===== src/rtl/sdcmd_pkg.sv =====
package sdcmd_pkg;

  // Mode field values
  localparam logic [2:0] MODE_NORMAL  = 3'd0;
  localparam logic [2:0] MODE_NOP     = 3'd1;
  localparam logic [2:0] MODE_PRECH   = 3'd2;
  localparam logic [2:0] MODE_LMR     = 3'd3;
  localparam logic [2:0] MODE_REFRESH = 3'd4;
  localparam logic [2:0] MODE_XLMR    = 3'd5;

  // Command encodings on {RAS#, CAS#, WE#}
  localparam logic [2:0] CMD_MRS = 3'b000;
  localparam logic [2:0] CMD_REF = 3'b001;
  localparam logic [2:0] CMD_PRE = 3'b010;
  localparam logic [2:0] CMD_WR  = 3'b100;
  localparam logic [2:0] CMD_NOP = 3'b111;

  typedef enum logic [1:0] {
    SEQ_IDLE = 2'd0,
    SEQ_CMD  = 2'd1,
    SEQ_ACK  = 2'd2
  } seq_e;

endpackage


===== src/rtl/sdcmd_mode_reg.sv =====
module sdcmd_mode_reg #(
  parameter int MODE_W = 3
) (
  input  logic              clk,
  input  logic              rst,
  input  logic              cfg_we,
  input  logic [MODE_W-1:0] cfg_mode,
  output logic [MODE_W-1:0] mode_q
);

  always_ff @(posedge clk) begin
    if (rst) begin
      mode_q <= '0;
    end else if (cfg_we) begin
      mode_q <= cfg_mode;
    end
  end

  // no register write, no change
  p_mode_hold_r10: assert property (@(posedge clk) disable iff (rst)
    !cfg_we |=> $stable(mode_q));

endmodule


===== src/rtl/sdcmd_seq.sv =====
module sdcmd_seq
  import sdcmd_pkg::*;
(
  input  logic clk,
  input  logic rst,
  input  logic req,
  output logic accept,
  output logic ack
);

  seq_e state_q;

  assign accept = (state_q == SEQ_IDLE) && req;
  assign ack    = (state_q == SEQ_ACK);

  always_ff @(posedge clk) begin
    if (rst) begin
      state_q <= SEQ_IDLE;
    end else begin
      unique case (state_q)
        SEQ_IDLE: if (req) state_q <= SEQ_CMD;
        SEQ_CMD:  state_q <= SEQ_ACK;
        SEQ_ACK:  state_q <= SEQ_IDLE;
        default:  state_q <= SEQ_IDLE;
      endcase
    end
  end

  // acknowledge lasts a single cycle
  p_ack_pulse_r9: assert property (@(posedge clk) disable iff (rst)
    ack |=> !ack);

  // an acceptance is followed by acknowledge two edges later
  p_accept_to_ack_r9: assert property (@(posedge clk) disable iff (rst)
    accept |=> !ack ##1 ack);

endmodule


===== src/rtl/sdcmd_encode.sv =====
module sdcmd_encode
  import sdcmd_pkg::*;
#(
  parameter int ROW_W  = 13,
  parameter int BANK_W = 2,
  parameter int DATA_W = 16,
  parameter int AP_BIT = 10,
  localparam int ADDR_W = ROW_W + BANK_W
) (
  input  logic [2:0]        mode,
  input  logic [ADDR_W-1:0] mem_addr,
  input  logic [DATA_W-1:0] mem_wdata,
  output logic [2:0]        cmd,
  output logic [ROW_W-1:0]  addr,
  output logic [BANK_W-1:0] ba,
  output logic              oe,
  output logic [DATA_W-1:0] dq
);

  logic [ROW_W-1:0]  raw_addr;
  logic [ROW_W-1:0]  wr_addr;
  logic [ROW_W-1:0]  pre_addr;
  logic [BANK_W-1:0] raw_ba;

  assign raw_addr = mem_addr[ROW_W-1:0];
  assign raw_ba   = mem_addr[ROW_W +: BANK_W];

  // Write column: auto-precharge bit held low; precharge: only that bit high
  for (genvar i = 0; i < ROW_W; i++) begin : g_abit
    if (i == AP_BIT) begin : g_ap
      assign wr_addr[i]  = 1'b0;
      assign pre_addr[i] = 1'b1;
    end else begin : g_pass
      assign wr_addr[i]  = raw_addr[i];
      assign pre_addr[i] = 1'b0;
    end
  end

  always_comb begin
    cmd  = CMD_NOP;
    addr = '0;
    ba   = '0;
    oe   = 1'b0;
    dq   = mem_wdata;
    unique case (mode)
      MODE_NORMAL: begin
        cmd  = CMD_WR;
        addr = wr_addr;
        ba   = raw_ba;
        oe   = 1'b1;
      end
      MODE_PRECH: begin
        cmd  = CMD_PRE;
        addr = pre_addr;
      end
      MODE_REFRESH: cmd = CMD_REF;
      MODE_LMR, MODE_XLMR: begin
        cmd  = CMD_MRS;
        addr = raw_addr;
        ba   = raw_ba;
      end
      default: cmd = CMD_NOP;
    endcase
  end

endmodule


===== src/rtl/sdcmd_outreg.sv =====
module sdcmd_outreg
  import sdcmd_pkg::*;
#(
  parameter int ROW_W  = 13,
  parameter int BANK_W = 2,
  parameter int DATA_W = 16,
  parameter int AP_BIT = 10
) (
  input  logic              clk,
  input  logic              rst,
  input  logic              load,
  input  logic [2:0]        cmd,
  input  logic [ROW_W-1:0]  addr,
  input  logic [BANK_W-1:0] ba,
  input  logic              oe,
  input  logic [DATA_W-1:0] dq,
  output logic              cs_n_q,
  output logic [2:0]        cmd_q,
  output logic [ROW_W-1:0]  addr_q,
  output logic [BANK_W-1:0] ba_q,
  output logic              oe_q,
  output logic [DATA_W-1:0] dq_q
);

  always_ff @(posedge clk) begin
    if (rst) begin
      cs_n_q <= 1'b1;
      cmd_q  <= CMD_NOP;
      addr_q <= '0;
      ba_q   <= '0;
      oe_q   <= 1'b0;
      dq_q   <= '0;
    end else if (load) begin
      cs_n_q <= 1'b0;
      cmd_q  <= cmd;
      addr_q <= addr;
      ba_q   <= ba;
      oe_q   <= oe;
      dq_q   <= dq;
    end else begin
      cs_n_q <= 1'b1;
      cmd_q  <= CMD_NOP;
      oe_q   <= 1'b0;
    end
  end

  // chip select low for one cycle at a time
  p_cs_single_r9: assert property (@(posedge clk) disable iff (rst)
    !cs_n_q |=> cs_n_q);

  // data driven only alongside a write command
  p_oe_write_only_r12: assert property (@(posedge clk) disable iff (rst)
    oe_q |-> (!cs_n_q && cmd_q == CMD_WR));

  // precharge always carries the all-banks bit
  p_pre_all_r4: assert property (@(posedge clk) disable iff (rst)
    (!cs_n_q && cmd_q == CMD_PRE) |-> addr_q[AP_BIT]);

  // write never requests auto-precharge
  p_wr_no_ap_r2: assert property (@(posedge clk) disable iff (rst)
    (!cs_n_q && cmd_q == CMD_WR) |-> !addr_q[AP_BIT]);

endmodule


===== src/rtl/sdcmd_issuer.sv =====
module sdcmd_issuer
  import sdcmd_pkg::*;
#(
  parameter int ROW_W  = 13,
  parameter int BANK_W = 2,
  parameter int DATA_W = 16,
  parameter int AP_BIT = 10,
  localparam int ADDR_W = ROW_W + BANK_W
) (
  input  logic              clk,
  input  logic              rst,
  input  logic              cfg_we,
  input  logic [2:0]        cfg_mode,
  input  logic              mem_req,
  input  logic [ADDR_W-1:0] mem_addr,
  input  logic [DATA_W-1:0] mem_wdata,
  output logic              mem_ack,
  output logic              sd_cs_n,
  output logic              sd_ras_n,
  output logic              sd_cas_n,
  output logic              sd_we_n,
  output logic [ROW_W-1:0]  sd_addr,
  output logic [BANK_W-1:0] sd_ba,
  output logic [DATA_W-1:0] sd_dq,
  output logic              sd_dq_oe
);

  logic [2:0]        mode_q;
  logic              accept;
  logic [2:0]        nxt_cmd;
  logic [ROW_W-1:0]  nxt_addr;
  logic [BANK_W-1:0] nxt_ba;
  logic              nxt_oe;
  logic [DATA_W-1:0] nxt_dq;
  logic [2:0]        cmd_q;

  sdcmd_mode_reg #(.MODE_W(3)) u_mode (
    .clk(clk), .rst(rst), .cfg_we(cfg_we), .cfg_mode(cfg_mode), .mode_q(mode_q)
  );

  sdcmd_seq u_seq (
    .clk(clk), .rst(rst), .req(mem_req), .accept(accept), .ack(mem_ack)
  );

  sdcmd_encode #(
    .ROW_W(ROW_W), .BANK_W(BANK_W), .DATA_W(DATA_W), .AP_BIT(AP_BIT)
  ) u_enc (
    .mode(mode_q), .mem_addr(mem_addr), .mem_wdata(mem_wdata),
    .cmd(nxt_cmd), .addr(nxt_addr), .ba(nxt_ba), .oe(nxt_oe), .dq(nxt_dq)
  );

  sdcmd_outreg #(
    .ROW_W(ROW_W), .BANK_W(BANK_W), .DATA_W(DATA_W), .AP_BIT(AP_BIT)
  ) u_out (
    .clk(clk), .rst(rst), .load(accept),
    .cmd(nxt_cmd), .addr(nxt_addr), .ba(nxt_ba), .oe(nxt_oe), .dq(nxt_dq),
    .cs_n_q(sd_cs_n), .cmd_q(cmd_q), .addr_q(sd_addr), .ba_q(sd_ba),
    .oe_q(sd_dq_oe), .dq_q(sd_dq)
  );

  assign sd_ras_n = cmd_q[2];
  assign sd_cas_n = cmd_q[1];
  assign sd_we_n  = cmd_q[0];

  // acknowledge follows the command cycle
  p_ack_after_cmd_r9: assert property (@(posedge clk) disable iff (rst)
    !sd_cs_n |=> mem_ack);

  // no command while acknowledging
  p_no_cmd_in_ack_r9: assert property (@(posedge clk) disable iff (rst)
    mem_ack |-> sd_cs_n);

endmodule


===== config.mk =====
export PLATFORM = sky130hd
export DESIGN_NAME = sdcmd_issuer
export DESIGN_NICKNAME = d
export VERILOG_FILES = /design/src/rtl/sdcmd_pkg.sv /design/src/rtl/sdcmd_mode_reg.sv /design/src/rtl/sdcmd_seq.sv /design/src/rtl/sdcmd_encode.sv /design/src/rtl/sdcmd_outreg.sv /design/src/rtl/sdcmd_issuer.sv
export SDC_FILE = /design/constraint.sdc
export NUM_CORES = 1
export LEC_CHECK = 0
export ABC_AREA = 1
export BUFFER_PORTS_ARGS = -buffer_cell sky130_fd_sc_hd__buf_2
export CAP_MARGIN = 20
export CORE_ASPECT_RATIO = 0.7
export CORE_MARGIN = 1
export CORE_UTILIZATION = 50
export CTS_BUF_LIST = sky130_fd_sc_hd__clkbuf_4 sky130_fd_sc_hd__clkbuf_8
export CTS_CLUSTER_SIZE = 14
export DETAILED_ROUTE_END_ITERATION = 6
export PLACE_DENSITY = 0.86
export SLEW_MARGIN = 10
export SYNTH_ARGS = -nofsm -noshare
export SYNTH_HDL_FRONTEND = slang
export SYNTH_SLANG_ARGS = --single-unit

===== constraint.sdc =====
create_clock -name clk -period 3.13 [get_ports clk]
set_input_delay 0.626 -clock clk [delete_from_list [all_inputs] [get_ports clk]]
set_output_delay 0.626 -clock clk [all_outputs]
set_load 0.05 [all_outputs]

After elaboration in Yosys (flattened, before gate mapping) --
Cells that the tools add are included.
Storage, ports and cells: flip-flop bits (word level) 41, latch bits 0, RAM bits 0, memory bits (read-only) 0, logic and storage cells 29, memories 0
Operators by class: $add $sub $neg 0, $mul 0, div/mod/pow operators 0, order comparisons 0, equal/unequal tests 7, shift operators 0, muxes and demuxes 7, bitwise logic cells 1, reduce and logical (&&, ||, !) cells 6
Operators by type and width (number):
- $pmux W13 S3 | 1
- $pmux W3 S4 | 1
- $eq A3 B2 Y1 const B | 2
- $eq A3 B3 Y1 const B | 2
- $mux W2 | 2
- $pmux W2 S2 | 1
- $reduce_or A2 Y1 | 2
- $logic_not A3 Y1 | 1
- $reduce_or A3 Y1 | 1
- $eq A2 B1 Y1 const B | 1
- $eq A2 B2 Y1 const B | 1
- $logic_not A2 Y1 | 1
- $mux W1 | 2
- $ne A2 B2 Y1 const B | 1
- $logic_and A1 B1 Y1 | 1
- $not A1 Y1 | 1

Logic depth before layout (Yosys ltp) --
word-level depth 4, depth in mapped cells 7

By module --
Synthesis repeated with hierarchy kept, for this count alone.
Second synthesis, totals: cells, all modules 243, area total of the unflattened synthesis 1889.3 um^2
Modules (own cells, without submodules):
- sdcmd_outreg | instances 1, cells an instance 151, area an instance 1312.5 um^2, sequential area each 720.7 um^2
- sdcmd_encode | instances 1, cells an instance 63, area an instance 384.1 um^2, sequential area each 0.0 um^2
- sdcmd_mode_reg | instances 1, cells an instance 19, area an instance 120.1 um^2, sequential area each 60.1 um^2
- sdcmd_seq | instances 1, cells an instance 10, area an instance 72.6 um^2, sequential area each 40.0 um^2

Worst setup path after synthesis --
No wires, ideal clock.
path kind reg-to-output, start point register u_seq.state_q[1], end point output port mem_ack, data arrival time 1047 ps, required time 2504 ps, slack 1457 ps, cell stages (with the launch flop) 3, path buffers 0, cell sequence dfxtp_1 > inv_1 > nor2_1
Between the ends: word-level cells in the longest chain between the ends 1
Ends and longest elaborated chain:
- start: declaration | RTL line sdcmd_seq.sv:11 | seq_e state_q;
- start signal: assignment | RTL line sdcmd_seq.sv:18 | state_q <= SEQ_IDLE;
- start signal: assignment | RTL line sdcmd_seq.sv:21 | SEQ_IDLE: if (req) state_q <= SEQ_CMD;
- start signal: assignment | RTL line sdcmd_seq.sv:22 | SEQ_CMD: state_q <= SEQ_ACK;
- $eq A2 B2 Y1 | RTL line sdcmd_seq.sv:14 | assign ack = (state_q == SEQ_ACK);
- end: declaration | RTL line sdcmd_issuer.sv:17 | output logic mem_ack,
No other way between the ends.

Worst setup path after layout --
Ends and elaborated chain as after synthesis.

==> flow_summary.json <==
{
  "ioPinCount": 75,
  "ys.warnings.count": 0,
  "synthDistinctLibCells": 22,
  "drt_iter0_drc": 38,
  "hpwl_um": 2136,
  "cpPeakStageDelay_ps": 330,
  "avgViaCountPerCell": 4.556,
  "cts.clk_slew.worst_paths_ps": 70,
  "syn_avg_cell_area_um2": 8.601,
  "power_uw": 1142,
  "htree_levels": 2,
  "cts.sinks": 41,
  "fin_setup_tns_ps": 0,
  "tightest_slew_ps": 378.3,
  "synth-main-ff-cell": "dfxtp_1",
  "cp_data_required_time_ps": 2500,
  "cts_buffers": 5,
  "route.met3.wl_um": 318,
  "dr_total_vias": 1303,
  "power.leakage_uw": 0.001067,
  "io_buffers": 74,
  "mostFrequentLayoutCells": "nand2_1, buf_2, dfxtp_1",
  "ctsHoldBuffers": 0,
  "startpoint_type": "register",
  "clkPwrFrac_pct": 30.6,
  "fin_crit_ps": 1707,
  "cts_setup_buffers": 0,
  "core-area_um2": 2823,
  "cp-end-kind": "primary output",
  "overflow": 0,
  "antenna_left": 0,
  "outcome": "finished, final reports clean",
  "nets": 288,
  "p_sw_uw": 348.7,
  "ir_drop_v": 0.0003729,
  "gp_congestion": 0.7238,
  "slew-limit-headroom_pct": 74.78,
  "num_antenna_cells": 0,
  "drive_gt1_share_pct": 40.80,
  "comb_power_share_pct": 19.6,
  "ys_seq_area_share_pct": 54.53,
  "drt-total-wl_um": 2949,
  "grt_first_pass_wirelength_um": 4326,
  "top_layer": "met4",
  "cp_top_family": "buffers and inverters",
  "grt_pass1_vias": 990,
  "slew_viol_final": 0,
  "pwr-share-seq_pct": 49.9,
  "synth-edff-count": 0,
  "fin_crit_sh_pct": 54.53,
  "antenna_found_initial": 0,
  "die_h_um": 47.91,
  "rsz0062_at_grt": "no",
  "drt-pass1-iter-count": 4,
  "synth_fp_nets": 213,
  "row_count": 16,
  "finClkSkew_ps": 3.779,
  "track_usage_pct": 19.63,
  "fmaxAchievable_mhz": 585.9,
  "drc_errors": 0,
  "worstSetupPathType": "reg -> out",
  "ys_seq_elements": 41,
  "layout_commonest_cell": "nand2_1",
  "max-cap-violations": 0,
  "setup_viol": 0,
  "clockBufferDepth": 2,
  "critPathArrivalTime_ps": 1080,
  "pwr_density_cell_nw_per_um2": 587.2,
  "p_sw_share_pct": 30.52,
  "fp.dieArea_um2": 3237,
  "die_w_um": 67.58,
  "start_util_pct": 53.32,
  "cpMaxStageDelayCell": "dfxtp_1",
  "grt_max_degree": 36,
  "min_path_type": "reg -> reg",
  "cts_resized": 0,
  "synth_area_um2": 1505,
  "path_buf_inv": 2,
  "cts_root_buf": "clkbuf_8",
  "postSynthCellCount": 175,
  "cp_max_fo": 3,
  "hold_violations": 0,
  "ys_async_sr_fraction_pct": 0,
  "met2_length_um": 1190,
  "crit_chain": "inv_1 -> nor2_1 -> buf_2",
  "cts_tree": "yes",
  "wl_per_cell_um": 10.31,
  "wl_met1_um": 1399,
  "clock_latency_ps": 290,
  "area_delta_synth_final_pct": 29.26,
  "p_int_uw": 793.8
}
## logic make-up after synthesis
family	count (synthesis)	synth area share, %
AOI/OAI and AO/OA	9	3.241
buffers and inverters	15	6.982
DFF	41	54.53
and+or+nand+nor	110	35.25
## per-layer routing
metal	up-vias	track usage (%)
met5	-	0
met4	0	10.64
met3	4	10.95
met2	60	28.12
met1	544	23.59
li1	695	-
## Yosys cell counts (2+ instances only)
cell type  number  area share (%)
nand2_1        83              21
inv_1           5             1.2
o21ai_0         4             1.3
nand3_2        12             8.0
inv_2           2            0.50
buf_2           3             1.0
buf_6           2             1.5
nand3_1         6             2.0
dfxtp_1        41              55
nor2_1          3            0.75
a21oi_1         3             1.0
## registers in the layout, indices dropped and copies added, names as in the netlist
name / cells
u_mode.mode_q: 3
u_out.addr_q: 13
u_out.ba_q: 2
u_out.cmd_q: 3
u_out.cs_n_q: 1
u_out.dq_q: 16
u_out.oe_q: 1
u_seq.state_q: 2
## worst paths after layout
| path | endpoint | slack [ps] | cells after the start | from |
|---|---|---|---|---|
| hold / removal | u_seq.state_q[1] | 420 | 1 | u_seq.state_q[1] |
| setup reg to reg | u_out.addr_q[1] | 1890 | 5 | u_seq.state_q[0] |
| setup / recovery | mem_ack | 1420 | 3 | u_seq.state_q[1] |
| hold reg to reg | u_seq.state_q[1] | 420 | 1 | u_seq.state_q[1] |
## worst reg2reg max path, delay by kind of cell (launching register included)
kind / cells / cell delay, ps
simple gates: 3 / 240
flops: 1 / 400
compound gates: 1 / 240
buf+inv: 1 / 320
## power by group through the flow
stage / Sequential (µW) / Combinational (µW) / Clock, µW
after global routing: 573 / 242 / 386
after detailed placement: 581 / 226 / 0
final: 570 / 224 / 349
after CTS: 569 / 226 / 358
after global placement: 581 / 222 / 0
after floorplan: 676 / 79.1 / 0
## per-stage QoR
stage | utilization [%] | worst slack (ps) | hold slack (ps) | cell area [µm²] | std cells
2_1_floorplan | - | 1457 | 389.5 | 1505 | 175
3_3_place_gp | 65.74 | 1522 | 399.3 | 1856 | 279
3_5_place_dp | 65.74 | 1466 | 406.1 | 1856 | 279
4_1_cts | 68.93 | 1412 | 416.5 | 1946 | 286
5_1_grt | 68.93 | 1358 | 436.2 | 1946 | 286
6_report | 68.93 | 1423 | 417.3 | 1946 | 286
## final cells by class
cell class | count | area [µm²]
clock buffers | 7 | 90.09
fillers | 227 | 877.1
inverters | 8 | 32.53
multi-input cells | 119 | 579.3
flip-flops and latches | 41 | 820.8
well taps | 36 | 45.04
repair buffers | 75 | 377.9
Note: power is estimated with default switching activity, not from simulation.
